`config.mk`:
```
export PLATFORM = sky130hd
export DESIGN_NAME = bus_router
export DESIGN_NICKNAME = d
export VERILOG_FILES = /design/src/rtl/bus_router_pkg.sv /design/src/rtl/bus_router_decode.sv /design/src/rtl/bus_router_arb.sv /design/src/rtl/bus_router_dphase.sv /design/src/rtl/bus_router.sv
export SDC_FILE = /design/constraint.sdc
export NUM_CORES = 1
export LEC_CHECK = 0
export BUFFER_PORTS_ARGS = -buffer_cell sky130_fd_sc_hd__buf_2
export CELL_PAD_IN_SITES_DETAIL_PLACEMENT = 0
export CELL_PAD_IN_SITES_GLOBAL_PLACEMENT = 1
export CORE_AREA = 5 5 242 244
export CTS_CLUSTER_SIZE = 8
export DETAILED_ROUTE_END_ITERATION = 7
export DIE_AREA = 0 0 247 249
export GPL_TIMING_DRIVEN = 0
export PLACE_DENSITY_LB_ADDON = 0.1
export SYNTH_ARGS = -nofsm -noshare
export SYNTH_HDL_FRONTEND = slang
export SYNTH_SLANG_ARGS = --single-unit
```
`constraint.sdc`:
```
create_clock -name clk_i -period 3.2 [get_ports clk_i]
set_input_delay 0.64 -clock clk_i [delete_from_list [all_inputs] [get_ports clk_i]]
set_output_delay 0.64 -clock clk_i [all_outputs]
set_load 0.05 [all_outputs]
```
`src/rtl/bus_router_pkg.sv`:
```
package bus_router_pkg;
  localparam int NUM_SRC  = 3;
  localparam int NUM_PORT = 3;
  localparam int IDX_W    = 2;

  typedef enum logic [IDX_W-1:0] {
    SRC_DATA  = 2'd0,
    SRC_INSTR = 2'd1,
    SRC_DEBUG = 2'd2
  } src_e;

  typedef enum logic [IDX_W-1:0] {
    PORT_ICODE = 2'd0,
    PORT_DCODE = 2'd1,
    PORT_SYS   = 2'd2
  } port_e;

  localparam logic [1:0] TRANS_IDLE   = 2'b00;
  localparam logic [1:0] TRANS_NONSEQ = 2'b10;
endpackage

```
`src/rtl/bus_router_decode.sv`:
```
module bus_router_decode
  import bus_router_pkg::*;
#(
  parameter int                ADDR_W     = 32,
  parameter logic [ADDR_W-1:0] CODE_LIMIT = 32'h2000_0000,
  parameter int                SRC        = 0
) (
  input  logic [ADDR_W-1:0] addr_i,
  output port_e             port_o
);
  logic in_code;
  assign in_code = (addr_i < CODE_LIMIT);

  generate
    if (SRC == int'(SRC_INSTR)) begin : g_fetch
      assign port_o = in_code ? PORT_ICODE : PORT_SYS;
    end else begin : g_data
      assign port_o = in_code ? PORT_DCODE : PORT_SYS;
    end
  endgenerate
endmodule

```
`src/rtl/bus_router_arb.sv`:
```
module bus_router_arb #(
  parameter int NUM_REQ = 3,
  parameter int IDX_W   = 2
) (
  input  logic               clk_i,
  input  logic               rst_ni,
  input  logic [NUM_REQ-1:0] req_i,
  input  logic               hready_i,
  output logic               win_valid_o,
  output logic [IDX_W-1:0]   win_idx_o,
  output logic [NUM_REQ-1:0] gnt_o
);
  logic             hold_q;
  logic [IDX_W-1:0] hold_idx_q;

  // a stalled address phase keeps its owner; else lowest index wins
  always_comb begin
    win_valid_o = 1'b0;
    win_idx_o   = '0;
    if (hold_q) begin
      win_valid_o = 1'b1;
      win_idx_o   = hold_idx_q;
    end else begin
      for (int i = NUM_REQ - 1; i >= 0; i--) begin
        if (req_i[i]) begin
          win_valid_o = 1'b1;
          win_idx_o   = IDX_W'(i);
        end
      end
    end
  end

  always_comb begin
    gnt_o = '0;
    if (win_valid_o && hready_i) gnt_o[win_idx_o] = 1'b1;
  end

  always_ff @(posedge clk_i or negedge rst_ni) begin
    if (!rst_ni) begin
      hold_q     <= 1'b0;
      hold_idx_q <= '0;
    end else begin
      hold_q <= win_valid_o && !hready_i;
      if (win_valid_o && !hready_i) hold_idx_q <= win_idx_o;
    end
  end
endmodule

```
`src/rtl/bus_router_dphase.sv`:
```
module bus_router_dphase #(
  parameter int DATA_W = 32,
  parameter int IDX_W  = 2
) (
  input  logic              clk_i,
  input  logic              rst_ni,
  input  logic              hready_i,
  input  logic              addr_valid_i,
  input  logic [IDX_W-1:0]  addr_idx_i,
  input  logic [DATA_W-1:0] wdata_i,
  output logic              dph_valid_o,
  output logic [IDX_W-1:0]  dph_idx_o,
  output logic [DATA_W-1:0] hwdata_o
);
  always_ff @(posedge clk_i or negedge rst_ni) begin
    if (!rst_ni) begin
      dph_valid_o <= 1'b0;
      dph_idx_o   <= '0;
      hwdata_o    <= '0;
    end else if (hready_i) begin
      dph_valid_o <= addr_valid_i;
      dph_idx_o   <= addr_idx_i;
      if (addr_valid_i) hwdata_o <= wdata_i;
    end
  end
endmodule

```
`src/rtl/bus_router.sv`:
```
module bus_router
  import bus_router_pkg::*;
#(
  parameter int                ADDR_W     = 32,
  parameter int                DATA_W     = 32,
  parameter logic [ADDR_W-1:0] CODE_LIMIT = 32'h2000_0000
) (
  input  logic                              clk_i,
  input  logic                              rst_ni,
  input  logic [NUM_SRC-1:0]                src_req_i,
  input  logic [NUM_SRC-1:0][ADDR_W-1:0]    src_addr_i,
  input  logic [NUM_SRC-1:0]                src_write_i,
  input  logic [NUM_SRC-1:0][2:0]           src_size_i,
  input  logic [NUM_SRC-1:0][DATA_W-1:0]    src_wdata_i,
  output logic [NUM_SRC-1:0]                src_gnt_o,
  output logic [NUM_SRC-1:0]                src_rvalid_o,
  output logic [NUM_SRC-1:0][DATA_W-1:0]    src_rdata_o,
  output logic [NUM_SRC-1:0]                src_err_o,
  output logic [NUM_PORT-1:0][1:0]          m_htrans_o,
  output logic [NUM_PORT-1:0][ADDR_W-1:0]   m_haddr_o,
  output logic [NUM_PORT-1:0]               m_hwrite_o,
  output logic [NUM_PORT-1:0][2:0]          m_hsize_o,
  output logic [NUM_PORT-1:0][DATA_W-1:0]   m_hwdata_o,
  input  logic [NUM_PORT-1:0]               m_hready_i,
  input  logic [NUM_PORT-1:0][DATA_W-1:0]   m_hrdata_i,
  input  logic [NUM_PORT-1:0]               m_hresp_i
);
  port_e [NUM_SRC-1:0]                tgt;
  logic  [NUM_SRC-1:0]                busy_q;
  logic  [NUM_SRC-1:0]                elig;
  logic  [NUM_PORT-1:0][NUM_SRC-1:0]  port_req;
  logic  [NUM_PORT-1:0][NUM_SRC-1:0]  port_gnt;
  logic  [NUM_PORT-1:0]               win_v;
  logic  [NUM_PORT-1:0][IDX_W-1:0]    win_idx;
  logic  [NUM_PORT-1:0]               dph_v;
  logic  [NUM_PORT-1:0][IDX_W-1:0]    dph_idx;

  assign elig = src_req_i & ~busy_q;

  for (genvar s = 0; s < NUM_SRC; s++) begin : g_src
    bus_router_decode #(
      .ADDR_W(ADDR_W), .CODE_LIMIT(CODE_LIMIT), .SRC(s)
    ) u_dec (
      .addr_i(src_addr_i[s]),
      .port_o(tgt[s])
    );
    for (genvar p = 0; p < NUM_PORT; p++) begin : g_req
      assign port_req[p][s] = elig[s] && (tgt[s] == port_e'(p));
    end
  end

  for (genvar p = 0; p < NUM_PORT; p++) begin : g_port
    bus_router_arb #(.NUM_REQ(NUM_SRC), .IDX_W(IDX_W)) u_arb (
      .clk_i      (clk_i),
      .rst_ni     (rst_ni),
      .req_i      (port_req[p]),
      .hready_i   (m_hready_i[p]),
      .win_valid_o(win_v[p]),
      .win_idx_o  (win_idx[p]),
      .gnt_o      (port_gnt[p])
    );

    bus_router_dphase #(.DATA_W(DATA_W), .IDX_W(IDX_W)) u_dph (
      .clk_i       (clk_i),
      .rst_ni      (rst_ni),
      .hready_i    (m_hready_i[p]),
      .addr_valid_i(win_v[p]),
      .addr_idx_i  (win_idx[p]),
      .wdata_i     (src_wdata_i[win_idx[p]]),
      .dph_valid_o (dph_v[p]),
      .dph_idx_o   (dph_idx[p]),
      .hwdata_o    (m_hwdata_o[p])
    );

    assign m_htrans_o[p] = win_v[p] ? TRANS_NONSEQ : TRANS_IDLE;
    assign m_haddr_o[p]  = win_v[p] ? src_addr_i[win_idx[p]]  : '0;
    assign m_hwrite_o[p] = win_v[p] ? src_write_i[win_idx[p]] : 1'b0;
    assign m_hsize_o[p]  = win_v[p] ? src_size_i[win_idx[p]]  : 3'd0;
  end

  always_comb begin
    src_gnt_o    = '0;
    src_rvalid_o = '0;
    src_rdata_o  = '0;
    src_err_o    = '0;
    for (int s = 0; s < NUM_SRC; s++) begin
      for (int p = 0; p < NUM_PORT; p++) begin
        if (port_gnt[p][s]) src_gnt_o[s] = 1'b1;
        if (dph_v[p] && m_hready_i[p] && (dph_idx[p] == IDX_W'(s))) begin
          src_rvalid_o[s] = 1'b1;
          src_rdata_o[s]  = m_hrdata_i[p];
          src_err_o[s]    = m_hresp_i[p];
        end
      end
    end
  end

  always_ff @(posedge clk_i or negedge rst_ni) begin
    if (!rst_ni) busy_q <= '0;
    else         busy_q <= (busy_q | src_gnt_o) & ~src_rvalid_o;
  end
endmodule

```
==> summary.txt, run 1 <==
Run status
  – Status: completed

CTS
  – Cts hold-fix bufs: 0
  – Worst-path clk slew: 60 ps
  – Clock tree buffer depth: 2
  – Cts bufs inserted: 17
  – Clk sinks: 117
  – Clock Latency Late Sink: 430 ps
  – CTS tree: done
  – Root Buffer: clkbuf_16
  – CTS HTree Levels: 4

Synth
  – Post-synth top area cell: dfrtp_1
  – Yosys warnings: 0
  – Primary flip-flop cell chosen by synthesis mapping: dfrtp_1
  – Seq/Total Area, Yosys: 26.7%
  – Register bit total from synthesis: 117
  – EDFF count, synth: 0
  – Synthesized area: 11000 um2
  – Area contributors post-synth: dfrtp_1 (27%), nand2_1 (8.5%), a22oi_1 (7.6%)
  – FFs w/ async S/R, synth: 100%
  – Syn_area_per_cell: 7.08 um2
  – Synthesized instance count: 1547
  – Netlist cell types: 54
  – Top cell type's share of synthesized area: 26.7%

Pwr
  – Power Internal: 5.91 mW
  – Clk pwr share: 14.6%
  – Net Sw Frac: 57.6%
  – Combinational Power Share: 67.2%
  – Switch Pwr: 8.03 mW
  – Sequential fraction of design power: 18.2%
  – Total power: 13.9 mW
  – LEAKAGE: 7.87 nW
  – Peak VDD IR: 366 uV
  – PD cells: 822 nW/um2

Finish
  – # fillers: 6298
  – Layout cell share with drive strength beyond 1: 42.2%
  – Fin area: 17000 um2
  – Area growth syn-to-layout: 54.8%
  – Layout net count: 2509

STA
  – Final Cycle Share: 99.5%
  – Maximum clock rate: 314 MHz
  – Tmin final: 3180 ps
  – Fin. max-slew vios: 0
  – Final setup fails: 0
  – Worst Clk Skew: 11.5 ps
  – Max-slew headroom: 35.7%
  – Worst Tran Pin Value: 965 ps
  – Final Hold Vio Count: 0

Worst setup path
  – Worst reg2reg path depth: 6
  – WP data arrival: 2540 ps
  – CP Max Fanout: 6
  – R2R setup slack: 470 ps
  – Reg2Reg Launch Point: busy_q[0]
  – Worst R2R End: g_port[1].u_dph.hwdata_o[22]
  – Crit end category: output port
  – CP Launch Type: input pin
  – Data required, critical path: 2560 ps
  – Setup CP Type: input pin to output port

Drt
  – Starting DRT DRC Count: 1366
  – Residual DRC: 0
  – Routed WL per cell: 26.4 um
  – WL final: 78900 um
  – Drt first pass iters: 7
  – Vias per inst: 5.14
  – Via count: 15300
  – ANT nets after route: 0

Place
  – Post-placement cell area: 15300 um2
  – RePlAce Congestion: 0.897
  – Dpl hpwl: 61500 um
  – Port Buffers: 622

Floorplan
  – IO Count: 626
  – Site row count: 87
  – Die Ht: 249 um
  – Die X-Extent: 247 um
  – Starting Density: 19.5%
  – Die area: 61500 um2
  – Core Area: 56100 um2

Worst hold path
  – HP Class: input pin to async pin

Global routing
  – Antenna violations before repair: 28
  – Gr usage total: 24.1%
  – Vias in the first global route: 15700
  – First-pass GRT wire length: 112000 um
  – Gr ovfl total: 0
  – Largest net degree at the start of global routing: 60

Run
  – Max Cap Viol: 0
==> worst max-delay path by stage <==
stage	startpoint	endpoint
after detailed placement	src_addr_i[94]	m_haddr_o[57]
final	src_addr_i[31]	m_haddr_o[79]
after global routing	src_addr_i[30]	src_gnt_o[1]
after global placement	src_addr_i[94]	m_haddr_o[57]
after CTS	src_addr_i[30]	m_haddr_o[84]
after floorplan	src_addr_i[30]	m_haddr_o[61]
==> layout by cell type, fill, tap and decap left out, types with 5 or more instances in the layout <==
cell       count
a21boi_0      37
a21oi_1      108
buf_12         5
mux2i_1       37
and3_1        37
nor2_1       165
nor2_2        27
buf_8          8
o211ai_1       6
a22oi_1      106
nand2_2        8
nand2_1      236
a22oi_2        5
a21oi_2       33
buf_2        567
clkbuf_8       6
mux2_2        45
clkbuf_2      37
buf_4         45
clkbuf_1      53
a21oi_4        5
a221o_1       59
diode_2       19
clkbuf_4      33
a31oi_1       35
o22ai_1       30
buf_6         38
dfrtp_1      115
o21ai_0       16
nand3_1       66
clkbuf_16     18
inv_1         18
o21ai_1       95
a222oi_1      21
==> logic make-up after synthesis <==
group	count (synthesis)	share of synthesized area, %
buffers and inverters	186	7.34
flip-flops	117	26.7
multiplexers	82	8.01
other	1	0.0342
AO/OA/AOI/OAI	575	35.1
AND/OR/NAND/NOR	586	22.8
==> routing by layer <==
layer  routed length, um  vias to the layer above  track usage (%)
li1                    -                     7020                -
met1               32900                     7493             30.7
met2               38300                      731             41.0
met3                6030                       90             5.62
met4                1710                       10             6.11
met5                  59                        -                0
==> state kept, by name, summed over array words and instances (netlist names) <==
register                  count
g_port.u_arb.hold_q           3
g_port.u_dph.dph_valid_o      3
g_port.u_dph.dph_idx_o        6
g_port.u_arb.hold_idx_q       6
g_port.u_dph.hwdata_o        96
busy_q                        3
==> stage by stage <==
step	cells	hold WS (ps)	TNS [ps]	worst slack [ps]	utilization (%)
3_5_place_dp	2928	473	-87780	-850	27.2
5_1_grt	2978	243	-16.1	-7.74	30.2
4_1_cts	2965	220	-679	-86.9	29.8
6_report	2985	191	0	16.1	30.2
3_3_place_gp	2927	463	-127050	-820	27.2
2_1_floorplan	1549	344	0	6.27	-
==> worst max-delay path, stage by stage <==
cell	delay, ps
buf_6	100
or3_4	450
a2111oi_4	330
o211a_4	250
buf_12	160
buf_8	150
nand2_4	60
a21oi_4	210
buf_8	180
==> layout make-up <==
type	count	area [um2]	share of cell area, %
Multi-Input combinational cell	1246	7720	45.5
Timing Repair Buffer	635	3640	21.5
Sequential cell	117	2930	17.3
Buffer	162	996	5.87
Tap cell	756	946	5.58
Clock buffer	19	443	2.61
Clock inverter	12	156	0.922
Inverter	19	71.3	0.421
Antenna cell	19	47.5	0.280
==> power by group through the flow <==
stage	Clock (mW)	Sequential (mW)	Combinational [mW]
2_1_floorplan	0	4.32	4.15
3_3_place_gp	0	2.54	8.69
3_5_place_dp	0	2.54	8.69
4_1_cts	2.06	2.53	9.33
5_1_grt	2.12	2.60	9.79
6_report	2.03	2.54	9.37
==> synthesized netlist by cell type, drive strengths merged, types with 2 or more instances <==
master / instances
a21boi: 38
mux2i: 37
a222oi: 21
clkbuf: 132
dfrtp: 117
a2bb2oi: 2
and3: 38
nand3: 66
nor3: 9
nor2: 195
or3: 8
o22ai: 30
nand4: 2
inv: 19
nand3b: 2
o21ai: 113
a31oi: 35
a221o: 59
nor2b: 7
a32oi: 4
nand2: 247
a21oi: 146
a22oi: 111
o211ai: 6
mux2: 45
nand2b: 2
o2111ai: 2
buf: 35
and2: 5
nor3b: 2
==> repair_timing <==
| item | in CTS | in global routing |
|---|---|---|
| endpoints found under the setup margin | 206 | 150 |
| gates cloned | 3 | 1 |
| gates resized for setup | 253 | 81 |
| setup buffers | 6 | 4 |
| pin swaps | 5 | 13 |
Power figures use the tool's default switching activity.
==> inputs of run 2 (changes only) <==
--- a/constraint.sdc
+++ b/constraint.sdc
@@ -3,2 +3,2 @@
 set_output_delay 0.64 -clock clk_i [all_outputs]
-set_load 0.05 [all_outputs]
+set_load 0.01 [all_outputs]
==> summary.txt, run 2 (synthesis results as in run 1) <==
Run status
  – Status: complete, but fails checks
  – Failing checks: design-rule violations

Finish
  – Max FFs per register: 96 (unchanged)
  – Biggest regs: g_port.u_dph.hwdata_o (96), g_port.u_arb.hold_idx_q (6), g_port.u_dph.dph_idx_o (6)
  – Leading cell type in the layout, fill and taps excluded: buf_2
  – Layout net count: 2506 (-0.12%)
  – Largest Register: g_port.u_dph.hwdata_o
  – Final Util: 29.0% (-1.2 points)
  – Layout cell share with drive strength beyond 1: 38.7% (-3.5 points)
  – Area growth syn-to-layout: 48.5%
  – Fin area: 16300 um2 (-4.0%)
  – Commonest cells after routing, fill and taps aside: buf_2 (633), nand2_1 (246), nor2_1 (190)

Global routing
  – Vias in the first global route: 15500 (-1.3%)
  – Gr usage total: 23.6% (-0.50 points)
  – First-pass GRT wire length: 110000 um (-1.8%)
  – Antenna violations before repair: 16 (-43%)
  – Largest net degree at the start of global routing: 73 (+22%)
  – Gr ovfl total: 0 (unchanged)

Worst setup path
  – CP max stage cell: clkbuf_1
  – Crit end category: output port
  – CP Max Fanout: 10 (+4)
  – WP data arrival: 2530 ps (about the same)
  – Setup CP Type: register to output port
  – Slowest stage delay, CP: 550 ps (+100 ps)
  – Data required, critical path: 2560 ps (about the same)
  – CP dominant cell by count: nor2_1
  – Crit path cell chain: nand2_1 -> clkbuf_1 -> nor2_1 -> a21oi_1 -> nor2_1 -> buf_2
  – CP Launch Type: register

Drt
  – Vias per inst: 5.13 (-0.14%)
  – ANT nets after route: 0 (unchanged)
  – Residual DRC: 3 (+3)
  – Drt first pass iters: 8 (+1)
  – Starting DRT DRC Count: 1289 (-5.6%)
  – Routed WL per cell: 25.9 um (-2.0%)
  – WL final: 77100 um (-2.3%)
  – Via count: 15300 (-0.48%)

CTS
  – Root Buffer: clkbuf_16
  – Cts hold-fix bufs: 0 (unchanged)
  – CTS tree: done
  – Worst-path clk slew: 60 ps (about the same)
  – CTS HTree Levels: 4 (unchanged)
  – Clk sinks: 117 (unchanged)
  – Clock tree buffer depth: 2 (unchanged)
  – Clock Latency Late Sink: 440 ps (about the same)
  – Cts bufs inserted: 17 (unchanged)

STA
  – Final Cycle Share: 99.1% (-0.37 points)
  – Maximum clock rate: 315 MHz (+0.38%)
  – Worst Clk Skew: 15.8 ps (+4.28 ps)
  – RSZ-0062 raised after global routing: true
  – Worst Tran Pin Value: 924 ps (-40.8 ps)
  – WHS: 158 ps (-32.7 ps)
  – Max-slew headroom: 38.2% (+2.5 points)
  – Fin. max-slew vios: 0 (unchanged)
  – Final setup fails: 0 (unchanged)
  – Tmin final: 3170 ps (-12.0 ps)
  – Final Hold Vio Count: 0 (unchanged)

Place
  – Dpl hpwl: 60500 um (-1.5%)
  – Post-placement cell area: 15100 um2 (-1.3%)
  – Port Buffers: 622 (unchanged)
  – RePlAce Congestion: 0.879 (-2.0%)

Floorplan
  – Starting Density: 19.5% (unchanged)
  – Die Ht: 249 um (unchanged)
  – Site row count: 87 (unchanged)
  – Die X-Extent: 247 um (unchanged)
  – Core Area: 56100 um2 (unchanged)
  – IO Count: 626 (unchanged)
  – Die area: 61500 um2 (unchanged)

Pwr
  – Peak VDD IR: 369 uV (+0.87%)
  – Total power: 10.1 mW (-27%)
  – PD cells: 623 nW/um2 (-24%)
  – LEAKAGE: 7.75 nW (-1.6%)

Worst hold path
  – HP Class: input pin to async pin

Run
  – Max Cap Viol: 0 (unchanged)
## run 2: per-layer routing
metal / up-vias / share of wire (%) / GRT usage (%) / wire length [um]
li1: 7016 / - / - / -
met1: 7463 / 41 / 30.2 / 32000
met2: 705 / 49 / 40.9 / 37900
met3: 77 / 7.5 / 5.02 / 5760
met4: 10 / 1.9 / 4.94 / 1440
met5: - / 0.080 / 0 / 62
## run 2: power by group
part / switching, mW / total [mW] / internal (mW)
registers: 0.441 / 2.52 / 2.08
clock network: 0.805 / 2.14 / 1.33
logic: 3.33 / 5.48 / 2.15
## run 2: final timing paths
check                                              from                            to  slack (ps)  depth (start not counted)
max                              g_port[0].u_arb.hold_q                 m_haddr_o[14]          30                          6
min                                              rst_ni   g_port[0].u_dph.hwdata_o[6]         160                          1
max reg2reg                                   busy_q[0]   g_port[1].u_dph.hwdata_o[4]         460                          6
min reg2reg                g_port[1].u_dph.hwdata_o[17]  g_port[1].u_dph.hwdata_o[17]         480                          2
max in group asynchronous                        rst_ni  g_port[2].u_dph.hwdata_o[25]        2270                          2
min in group clk_i                        m_hready_i[1]        g_port[1].u_arb.hold_q         460                          2
## run 2: final cells by class
class	instances	area, um2
Antenna cell	11	27.5
Buffer	161	937
Clock buffer	18	439
Clock inverter	14	200
Fill cell	6261	39800
Inverter	19	71.3
Multi-Input combinational cell	1246	7440
Sequential cell	117	2930
Tap cell	756	946
Timing Repair Buffer	633	3280
## run 2: stage by stage
stage | TNS (ps) | setup slack (ps) | std cells
finish | 0 | 28.1 | 2975
global route | -83.6 | -40.1 | 2971
CTS | 0 | 0.890 | 2965
detailed placement | -70160 | -670 | 2928
global placement | -109400 | -649 | 2927
floorplan | 0 | 436 | 1549
## run 2: what timing repair did
item                                    CTS  global route
endpoints found under the setup margin  205           113
cloned                                    1             1
pin swaps                                 8             2
gates resized for setup                 129            63
buffers inserted                          7             1
## run 2: worst max-delay path: cells and delay by family, from the launching register on
kind	cells	cell delay, ps
AOI/OAI and AO/OA	1	230
buffers and inverters	2	750
DFF	1	470
and+or+nand+nor	3	640
